## src/rtl/sqe_hb_pkg.sv

```systemverilog
package sqe_hb_pkg;
  // Tracker phases: idle, frame on the wire, listening window
  typedef enum logic [1:0] {
    HB_IDLE = 2'd0,
    HB_TX   = 2'd1,
    HB_WAIT = 2'd2
  } hb_state_e;
endpackage

```

## src/rtl/sqe_hb_window.sv

```systemverilog
module sqe_hb_window
  import sqe_hb_pkg::*;
#(
  parameter int WINDOW_TICKS = 96
) (
  input  logic clk,
  input  logic rst_n,
  input  logic bit_tick,
  input  logic tx_en,
  input  logic col,
  input  logic half_duplex,
  output logic win_open,
  output logic hb_seen,
  output logic hb_abandon,
  output logic hb_miss
);
  localparam int TMR_W = $clog2(WINDOW_TICKS);

  hb_state_e        state_q, state_d;
  logic [TMR_W-1:0] tmr_q, tmr_d;

  function automatic logic on_last_tick(input logic [TMR_W-1:0] t);
    return t == TMR_W'(WINDOW_TICKS - 1);
  endfunction

  assign win_open   = (state_q == HB_WAIT);
  assign hb_abandon = win_open && (tx_en || !half_duplex);
  assign hb_seen    = win_open && !hb_abandon && col;
  assign hb_miss    = win_open && !hb_abandon && !col && bit_tick && on_last_tick(tmr_q);

  always_comb begin
    state_d = state_q;
    tmr_d   = tmr_q;
    unique case (state_q)
      HB_IDLE: if (tx_en) state_d = HB_TX;
      HB_TX: begin
        if (!tx_en) begin
          state_d = half_duplex ? HB_WAIT : HB_IDLE;
          tmr_d   = '0;
        end
      end
      HB_WAIT: begin
        if (tx_en)                     state_d = HB_TX;
        else if (hb_abandon || hb_seen) state_d = HB_IDLE;
        else if (hb_miss)              state_d = HB_IDLE;
        else if (bit_tick)             tmr_d   = tmr_q + 1'b1;
      end
      default: state_d = HB_IDLE;
    endcase
  end

  always_ff @(posedge clk or negedge rst_n) begin
    if (!rst_n) begin
      state_q <= HB_IDLE;
      tmr_q   <= '0;
    end else begin
      state_q <= state_d;
      tmr_q   <= tmr_d;
    end
  end
endmodule

```

## src/rtl/sqe_hb_count.sv

```systemverilog
module sqe_hb_count #(
  parameter int CNT_W = 8
) (
  input  logic             clk,
  input  logic             rst_n,
  input  logic             wr_en,
  input  logic [CNT_W-1:0] wr_val,
  input  logic             bump,
  output logic [CNT_W-1:0] count
);
  localparam logic [CNT_W-1:0] CNT_MAX = '1;

  function automatic logic [CNT_W-1:0] sat_inc(input logic [CNT_W-1:0] v);
    return (v == CNT_MAX) ? v : v + 1'b1;
  endfunction

  always_ff @(posedge clk or negedge rst_n) begin
    if (!rst_n)     count <= '0;
    else if (wr_en) count <= wr_val;
    else if (bump)  count <= sat_inc(count);
  end
endmodule

```

## src/rtl/sqe_hb_monitor.sv

```systemverilog
module sqe_hb_monitor #(
  parameter int WINDOW_TICKS = 96,
  parameter int CNT_W        = 8,
  parameter int REG_W        = 32
) (
  input  logic             clk,
  input  logic             rst_n,
  input  logic             bit_tick,
  input  logic             tx_en,
  input  logic             col,
  input  logic             half_duplex,
  input  logic             wr_en,
  input  logic [REG_W-1:0] wr_data,
  output logic [REG_W-1:0] stat_rd
);
  localparam int PAD_W = REG_W - CNT_W;

  logic             win_open, hb_seen, hb_abandon, hb_miss;
  logic [CNT_W-1:0] count;

  sqe_hb_window #(.WINDOW_TICKS(WINDOW_TICKS)) u_win (
    .clk(clk), .rst_n(rst_n), .bit_tick(bit_tick), .tx_en(tx_en),
    .col(col), .half_duplex(half_duplex), .win_open(win_open),
    .hb_seen(hb_seen), .hb_abandon(hb_abandon), .hb_miss(hb_miss)
  );

  sqe_hb_count #(.CNT_W(CNT_W)) u_cnt (
    .clk(clk), .rst_n(rst_n), .wr_en(wr_en), .wr_val(wr_data[CNT_W-1:0]),
    .bump(hb_miss), .count(count)
  );

  assign stat_rd = {{PAD_W{1'b0}}, count};
endmodule

```

## config.mk

```make
export PLATFORM = sky130hd
export DESIGN_NAME = sqe_hb_monitor
export DESIGN_NICKNAME = d
export VERILOG_FILES = /design/src/rtl/sqe_hb_pkg.sv /design/src/rtl/sqe_hb_window.sv /design/src/rtl/sqe_hb_count.sv /design/src/rtl/sqe_hb_monitor.sv
export SDC_FILE = /design/constraint.sdc
export NUM_CORES = 1
export LEC_CHECK = 0
export BUFFER_PORTS_ARGS = -buffer_cell sky130_fd_sc_hd__buf_2
export CORE_UTILIZATION = 49
export CTS_BUF_LIST = sky130_fd_sc_hd__clkbuf_8
export DETAILED_ROUTE_END_ITERATION = 10
export GPL_TIMING_DRIVEN = 1
export PLACE_DENSITY = 0.94
export RECOVER_POWER = 100
export REMOVE_ABC_BUFFERS = 1
export SKIP_LAST_GASP = 1
export SLEW_MARGIN = 0
export SYNTH_ARGS = -nofsm -noshare
export SYNTH_HDL_FRONTEND = slang
export SYNTH_HIERARCHICAL = 1
export SYNTH_SLANG_ARGS = --single-unit
```

## constraint.sdc

```tcl
create_clock -name clk -period 5.47 [get_ports clk]
set_input_delay 0.547 -clock clk [delete_from_list [all_inputs] [get_ports clk]]
set_output_delay 0.547 -clock clk [all_outputs]
set_load 0.02 [all_outputs]
```

# After elaboration in Yosys (flattened, before gate mapping)
# Cells that the tools add are included.
# op_classes
reduce_logical	17
n_mux	16
n_addsub	2
eq_ne	12
# ops
cell	count
$mux 7	5
$mux 8	3
$ne 2x2->1 const B	7
$pmux 7 s2	1
$mux 2	6
$add 8x1->8 const B	1
$eq 8x8->1 const B	1
$add 7x1->7 const B	1
$eq 7x7->1 const B	1
$logic_and 1x1->1	6
$pmux 2 s3	1
$reduce_and 6->1	1
$ne 4x4->1 const B	1
$reduce_bool 2->1	2
$logic_not 1->1	3
$reduce_and 3->1	1
$eq 2x1->1 const B	1
$eq 2x2->1 const B	1
$logic_not 2->1	1
$logic_or 1x1->1	2
$reduce_and 2->1	1
# totals
elab_cells	50
output_inout_bits	32
ff_bits	17
input_bits	39

# Depth between registers and ports, before layout
# Gate-level depths: netlist (run 1).
# logic_depth
ltp_word	12
ltp_mapped	8
depth_no_buf	7

# Hierarchy
# The synthesis (run 1) kept the hierarchy.
# modules_own_cells
mod	cells_each	seq_area_each_um2	area_each_um2	instances
sqe_hb_count	59	200.2	545.5	1
sqe_hb_window	53	225.2	518.0	1
sqe_hb_monitor	25	0.0	183.9	1

# Worst setup path before layout (run 1)
# OpenSTA, ideal clock, no wires.
# synth_timing
path_kind	register to register
start	register u_win.tmr_q[0]
end	register u_cnt.count[7]
synth_period_minus_slack_ns	1.938
setup_ns	0.133
t_required_ns	5.337
path_buffers	1
path_slack_ns	3.532
stages_incl_launch_ff	9
arrival_ns	1.805
path_cell_list	dfrtp_1 -> ha_1 -> and4_4 -> nand2_1 -> nor3_1 -> buf_6 -> nand4_2 -> a2111oi_1 -> o31ai_1
# synth_via
elab_chain_cells	4
# synth_rtl
item	line_no	rtl
start, declared	sqe_hb_window.sv:20	logic [TMR_W-1:0] tmr_q, tmr_d;
start signal, assigned	sqe_hb_window.sv:58	tmr_q <= tmr_d;
$eq 7x7->1	sqe_hb_window.sv:23	return t == TMR_W'(WINDOW_TICKS - 1);
$logic_and 1x1->1	sqe_hb_window.sv:29	assign hb_miss = win_open && !hb_abandon && !col && bit_tick && on_last_tick(tmr_q);
net hb_miss	sqe_hb_monitor.sv:18	logic win_open, hb_seen, hb_abandon, hb_miss;
$reduce_bool 2->1 (no line)	--	
$reduce_and 2->1 (no line)	--	
end signal, assigned	sqe_hb_count.sv:19	else if (wr_en) count <= wr_val;
end signal, assigned	sqe_hb_count.sv:20	else if (bump) count <= sat_inc(count);
end, declared	sqe_hb_count.sv:9	output logic [CNT_W-1:0] count
# The timed path passes the listed nets, and every way through them passes these cells.
# A chain may end at the register's enable or synchronous reset.

# Final worst setup path (run 1)
# Same ends and word-level chain as after synthesis.

==> results of run 1 <==
## worst reg2reg max path, stage by stage, from the launching register on
cell and delay, ps:
dfrtp_1 430, ha_1 250, and4_1 320, nand2_1 80, nor3_1 770, nand4_2 220
a2111oi_0 390, o31ai_1 120
## worst min-delay path by stage
stage	cells past startpoint	slack, ps	end
2_1_floorplan	0	250	u_cnt/count[0]
3_3_place_gp	1	480	u_win/tmr_q[2]
3_5_place_dp	1	500	u_win/tmr_q[2]
4_1_cts	1	210	u_win/tmr_q[2]
5_1_grt	1	470	u_win/tmr_q[2]
6_report	1	390	u_win/tmr_q[3]
## registers in the layout, indices dropped and copies added, names as in the netlist
signal,flops
u_cnt/count,8
u_win/tmr_q,7
u_win/state_q,2
## per-stage QoR
stage / utilization / area (sq um) / total power, mW / instances
after floorplan: - / 1120 / 0.180 / 131
after global placement: 0.552 / 1270 / 0.198 / 181
after detailed placement: 0.552 / 1270 / 0.201 / 181
after CTS: 0.572 / 1310 / 0.301 / 185
after global routing: 0.561 / 1290 / 0.312 / 185
final: 0.561 / 1290 / 0.296 / 185
## power groups by stage
stage                     logic (mW)  registers, mW  clock network (mW)
after floorplan               0.0311          0.149                   0
after global placement        0.0541          0.144                   0
after detailed placement      0.0562          0.145                   0
after CTS                     0.0563          0.142               0.102
after global routing          0.0597          0.145               0.108
final                         0.0542          0.143              0.0996
## metal layers
| layer | vias to the layer above | global-route usage |
|---|---|---|
| met5 | - | 0 |
| met4 | 0 | 0.0921 |
| met3 | 4 | 0.0667 |
| met2 | 66 | 0.389 |
| met1 | 517 | 0.231 |
| li1 | 497 | - |
## area by class of cell
cell class | count | share of cell area
multi-input cells | 109 | 0.516
clock inverters | 1 | 0.00388
repair buffers | 22 | 0.0767
clock buffers | 3 | 0.0320
well taps | 28 | 0.0272
inverters | 5 | 0.0146
flip-flops and latches | 17 | 0.330
==> results.py, run 1 <==
metrics = {
    "critical_path": {
        "reg2regPathDepth": 7,
        "startpoint_type": "flop",
        "slowest_stage": "nor3_1",
        "rrSetupSlack_ps": 2760,
        "endpoint_kind": "flop",
        "r2r-end": "u_cnt/count[7]",
        "critical_path_depth": 7,
        "cp.required_ps": 5610,
        "path_cells": "ha_1, and4_1, nand2_1, nor3_1, nand4_2, a2111oi_0, o31ai_1",
        "arrival_ps": 2840,
        "critPathTopFamily": "simple AND/OR/NAND/NOR gates",
        "endpoint": "u_cnt/count[7]",
        "critPathKind": "reg2reg",
        "cpPeakStageDelay_ps": 770,
        "crit_fanout": 9,
        "startpoint": "u_win/tmr_q[0]",
        "r2r_start": "u_win/tmr_q[0]",
        "crit_buf_inv": 0,
    },
    "cts": {
        "cts.sinks": 17,
        "cts-htree-levels": 1,
        "cts_resized": 0,
        "root_buffer": "clkbuf_8",
        "cts_made_buffers": 3,
        "post_cts_buffers": 0,
        "path_clk_slew_ps": 70,
        "clockBufferDepth": 2,
        "clkLatencyLatePin_ps": 260,
        "cts_tree": "built",
        "postCtsHoldBufs": 0,
    },
    "timing": {
        "hold_viol": 0,
        "timing.final.ws_setup_ps": 2760,
        "fin_hold_ws_ps": 386,
        "worst_pin_slew_ps": 987,
        "fmax_mhz": 370,
        "finalCritPeriodShare": 0.495,
        "finalCriticalPeriod_ps": 2710,
        "final.setup.tns_ps": 0,
        "setup-violations-final": 0,
        "slew_viol_final": 0,
        "skew_ps": 6.28,
        "rsz0062_at_grt": "no",
        "relSlewSlack": 0.335,
    },
    "floorplanning": {
        "pin_count": 71,
        "die_height_um": 52.3,
        "die_area_sq_um": 2730,
        "coreArea_sq_um": 2300,
        "die_w_um": 52.3,
        "start_util": 0.539,
        "rows": 17,
    },
    "power_and_ir_drop": {
        "p_sw_mw": 0.0987,
        "switching_share": 0.333,
        "p_seq_frac": 0.481,
        "intPower_mw": 0.198,
        "peakVddDrop_uv": 179,
        "powerDensity_nw_per_um2": 230,
        "clkPwrFrac": 0.336,
        "combPwrFrac": 0.183,
        "leakagePower_nw": 0.587,
    },
    "min_path": {
        "hold_path_class": "in2async",
    },
    "place": {
        "globalplace.congestion": 0.834,
        "io_buffer_count": 22,
        "dpl.hpwl_um": 1990,
        "place_ws_ps": 2900,
    },
    "global_route": {
        "grt_start_max_net_pins": 20,
        "grt_pass1_wl_um": 4260,
        "gr-total-overflow": 0,
        "first_global_vias": 982,
        "antenna_found_initial": 0,
        "track_usage": 0.216,
    },
    "status": {
        "status": "finished clean",
    },
    "finish": {
        "nFillCells": 214,
        "num-nets-final": 199,
        "final_common_cell": "conb_1",
        "ff_latch_area_sq_um": 425,
        "syn2layout_area_growth_pct": 4.15,
        "diodes": 0,
        "multi_input_area_sq_um": 664,
        "layout_common_cells": "conb_1 (24), dfrtp_1 (17), buf_2 (13)",
        "drive_gt1_frac": 0.134,
    },
    "detailed_routing": {
        "wl_met2_um": 1430,
        "drtIter0Drc": 34,
        "drc": 0,
        "firstDrtPassIters": 4,
        "wl_met1_um": 1040,
        "top_layer": "met4",
        "drtAntennaViolNets": 0,
        "via_per_inst": 5.86,
        "wl_met3_um": 184,
        "num_vias": 1084,
        "wl_per_cell_um": 14.5,
        "routed_wl_um": 2680,
    },
    "logic_synthesis": {
        "yosysWarnings": 6,
        "syn_area_sq_um": 1240,
        "synth.avg_cell_area_sq_um": 9.17,
        "synthCells": 135,
    },
    "job": {
        "maxCapViolCount": 0,
    },
}
No activity file was read; power rests on OpenSTA's default activity.
==> run 2: changes to the inputs <==
ABC_AREA = 1   (was default)
CORE_UTILIZATION = 47   (was 49)
PLACE_DENSITY = 0.89   (was 0.94)
clock period = 2.6 ns   (was 5.47 ns; I/O delays follow)
==> results.py, run 2 <==
metrics = {
    "detailed_routing": {
        "routed_wl_um": 2580,
        "drtAntennaViolNets": 0,
        "firstDrtPassIters": 4,
        "drtIter0Drc": 32,
        "wl_per_cell_um": 10.3,
        "drc": 0,
        "num_vias": 1184,
        "via_per_inst": 4.72,
    },
    "critical_path": {
        "critPathKind": "reg2reg",
        "crit_top_cell": "nand2_1",
        "crit_buf_inv": 2,
        "critPathTopFamily": "simple AND/OR/NAND/NOR gates",
        "startpoint_type": "flop",
        "arrival_ps": 2040,
        "cp.required_ps": 2750,
        "crit_fanout": 9,
        "path_cells": "ha_1, nand3_1, nor2_1, nand3_2, inv_1, or2_2, nand2_1, inv_1, nand2_1, nand2_1",
        "endpoint_kind": "flop",
        "cpPeakStageDelay_ps": 430,
        "slowest_stage": "dfrtp_1",
    },
    "timing": {
        "setup-violations-final": 0,
        "skew_ps": 7.23,
        "hold_viol": 0,
        "slew_viol_final": 0,
        "final.setup.tns_ps": 0,
        "finalCriticalPeriod_ps": 1880,
        "fmax_mhz": 531,
        "worst_pin_slew_ps": 897,
        "rsz0062_at_grt": "no",
        "finalCritPeriodShare": 0.724,
        "relSlewSlack": 0.402,
    },
    "min_path": {
        "hold_path_class": "in2reg",
    },
    "global_route": {
        "grt_start_max_net_pins": 18,
        "gr-total-overflow": 0,
        "track_usage": 0.176,
        "grt_pass1_wl_um": 4330,
        "antenna_found_initial": 0,
        "first_global_vias": 1008,
    },
    "power_and_ir_drop": {
        "powerDensity_nw_per_um2": 463,
        "leakagePower_nw": 0.764,
        "peakVddDrop_uv": 413,
    },
    "cts": {
        "cts_resized": 0,
        "cts_tree": "built",
        "root_buffer": "clkbuf_8",
        "cts.sinks": 17,
        "path_clk_slew_ps": 70,
        "cts-htree-levels": 1,
        "clkLatencyLatePin_ps": 260,
        "cts_made_buffers": 3,
        "clockBufferDepth": 2,
        "post_cts_buffers": 0,
        "postCtsHoldBufs": 1,
    },
    "logic_synthesis": {
        "synthCells": 195,
        "synth.avg_cell_area_sq_um": 6.94,
        "syn_area_sq_um": 1350,
        "yosysWarnings": 6,
    },
    "job": {
        "maxCapViolCount": 0,
    },
    "finish": {
        "num-nets-final": 262,
        "final_common_cell": "nand2_1",
        "nFillCells": 291,
        "largest_register_ffs": 8,
        "drive_gt1_frac": 0.145,
        "top_regs": "u_cnt/count: 8 flops, u_win/tmr_q: 7 flops, u_win/state_q: 2 flops",
        "stdcell_count": 251,
        "diodes": 0,
        "largest-register": "u_cnt/count",
        "syn2layout_area_growth_pct": 4.81,
        "layout_common_cells": "nand2_1 (69), conb_1 (24), nand3_1 (20)",
    },
    "floorplanning": {
        "die_height_um": 55.7,
        "start_util": 0.495,
        "coreArea_sq_um": 2730,
        "die_area_sq_um": 3100,
        "die_w_um": 55.7,
        "rows": 19,
        "pin_count": 71,
    },
    "place": {
        "dp.cells": 246,
        "io_buffer_count": 22,
        "globalplace.congestion": 0.827,
        "dpl.hpwl_um": 1860,
    },
    "status": {
        "status": "finished clean",
    },
}
## run 2: per-layer routing
| metal | GRT usage | wire length, um | vias to the layer above |
|---|---|---|---|
| li1 | - | - | 607 |
| met1 | 0.221 | 1140 | 538 |
| met2 | 0.301 | 1260 | 37 |
| met3 | 0.0535 | 163 | 2 |
| met4 | 0.0321 | 13 | 0 |
| met5 | 0 | 0 | - |
## run 2: path summary, 6_finish.rpt
| path | endpoint | slack, ps | start | depth (start not counted) |
|---|---|---|---|---|
| min reg2reg | u_win/state_q[0] | 500 | u_win/state_q[1] | 1 |
| max reg2reg | u_cnt/count[4] | 720 | u_win/tmr_q[0] | 10 |
| max in group asynchronous | u_cnt/count[5] | 1400 | rst_n | 2 |
| min in group asynchronous | u_cnt/count[4] | 640 | rst_n | 2 |
| max | u_cnt/count[4] | 720 | u_win/tmr_q[0] | 10 |
| min | u_cnt/count[2] | 220 | wr_data[2] | 3 |
## run 2: layout make-up
| class | instances | area [sq um] | share of cell area |
|---|---|---|---|
| Multi-Input combinational cell | 156 | 711 | 0.501 |
| Sequential cell | 17 | 425 | 0.300 |
| Timing Repair Buffer | 23 | 109 | 0.0767 |
| Inverter | 20 | 88.8 | 0.0626 |
| Clock buffer | 3 | 41.3 | 0.0291 |
| Tap cell | 31 | 38.8 | 0.0273 |
| Clock inverter | 1 | 5.00 | 0.00353 |
## run 2: metrics by stage
step	area (sq um)	utilization	hold WS [ps]	power [mW]	worst slack (ps)
floorplan	1250	-	-35.6	0.417	1020
global placement	1400	0.514	207	0.462	911
detailed placement	1400	0.514	204	0.466	899
CTS	1460	0.534	216	0.677	894
global route	1420	0.519	218	0.703	544
finish	1420	0.519	220	0.657	717
## run 2: worst reg2reg max path: cells and delay by family (launching register included)
kind / cells / cell delay (ps)
AND/OR/NAND/NOR: 7 / 880
adder cells (fa/ha/maj): 1 / 280
flip-flops: 1 / 430
buffers and inverters: 2 / 180
## run 2: power by group
part	switching [mW]	internal (mW)	total [mW]
Combinational	0.109	0.0420	0.151
Sequential	0.0240	0.280	0.304
Clock	0.0958	0.107	0.202
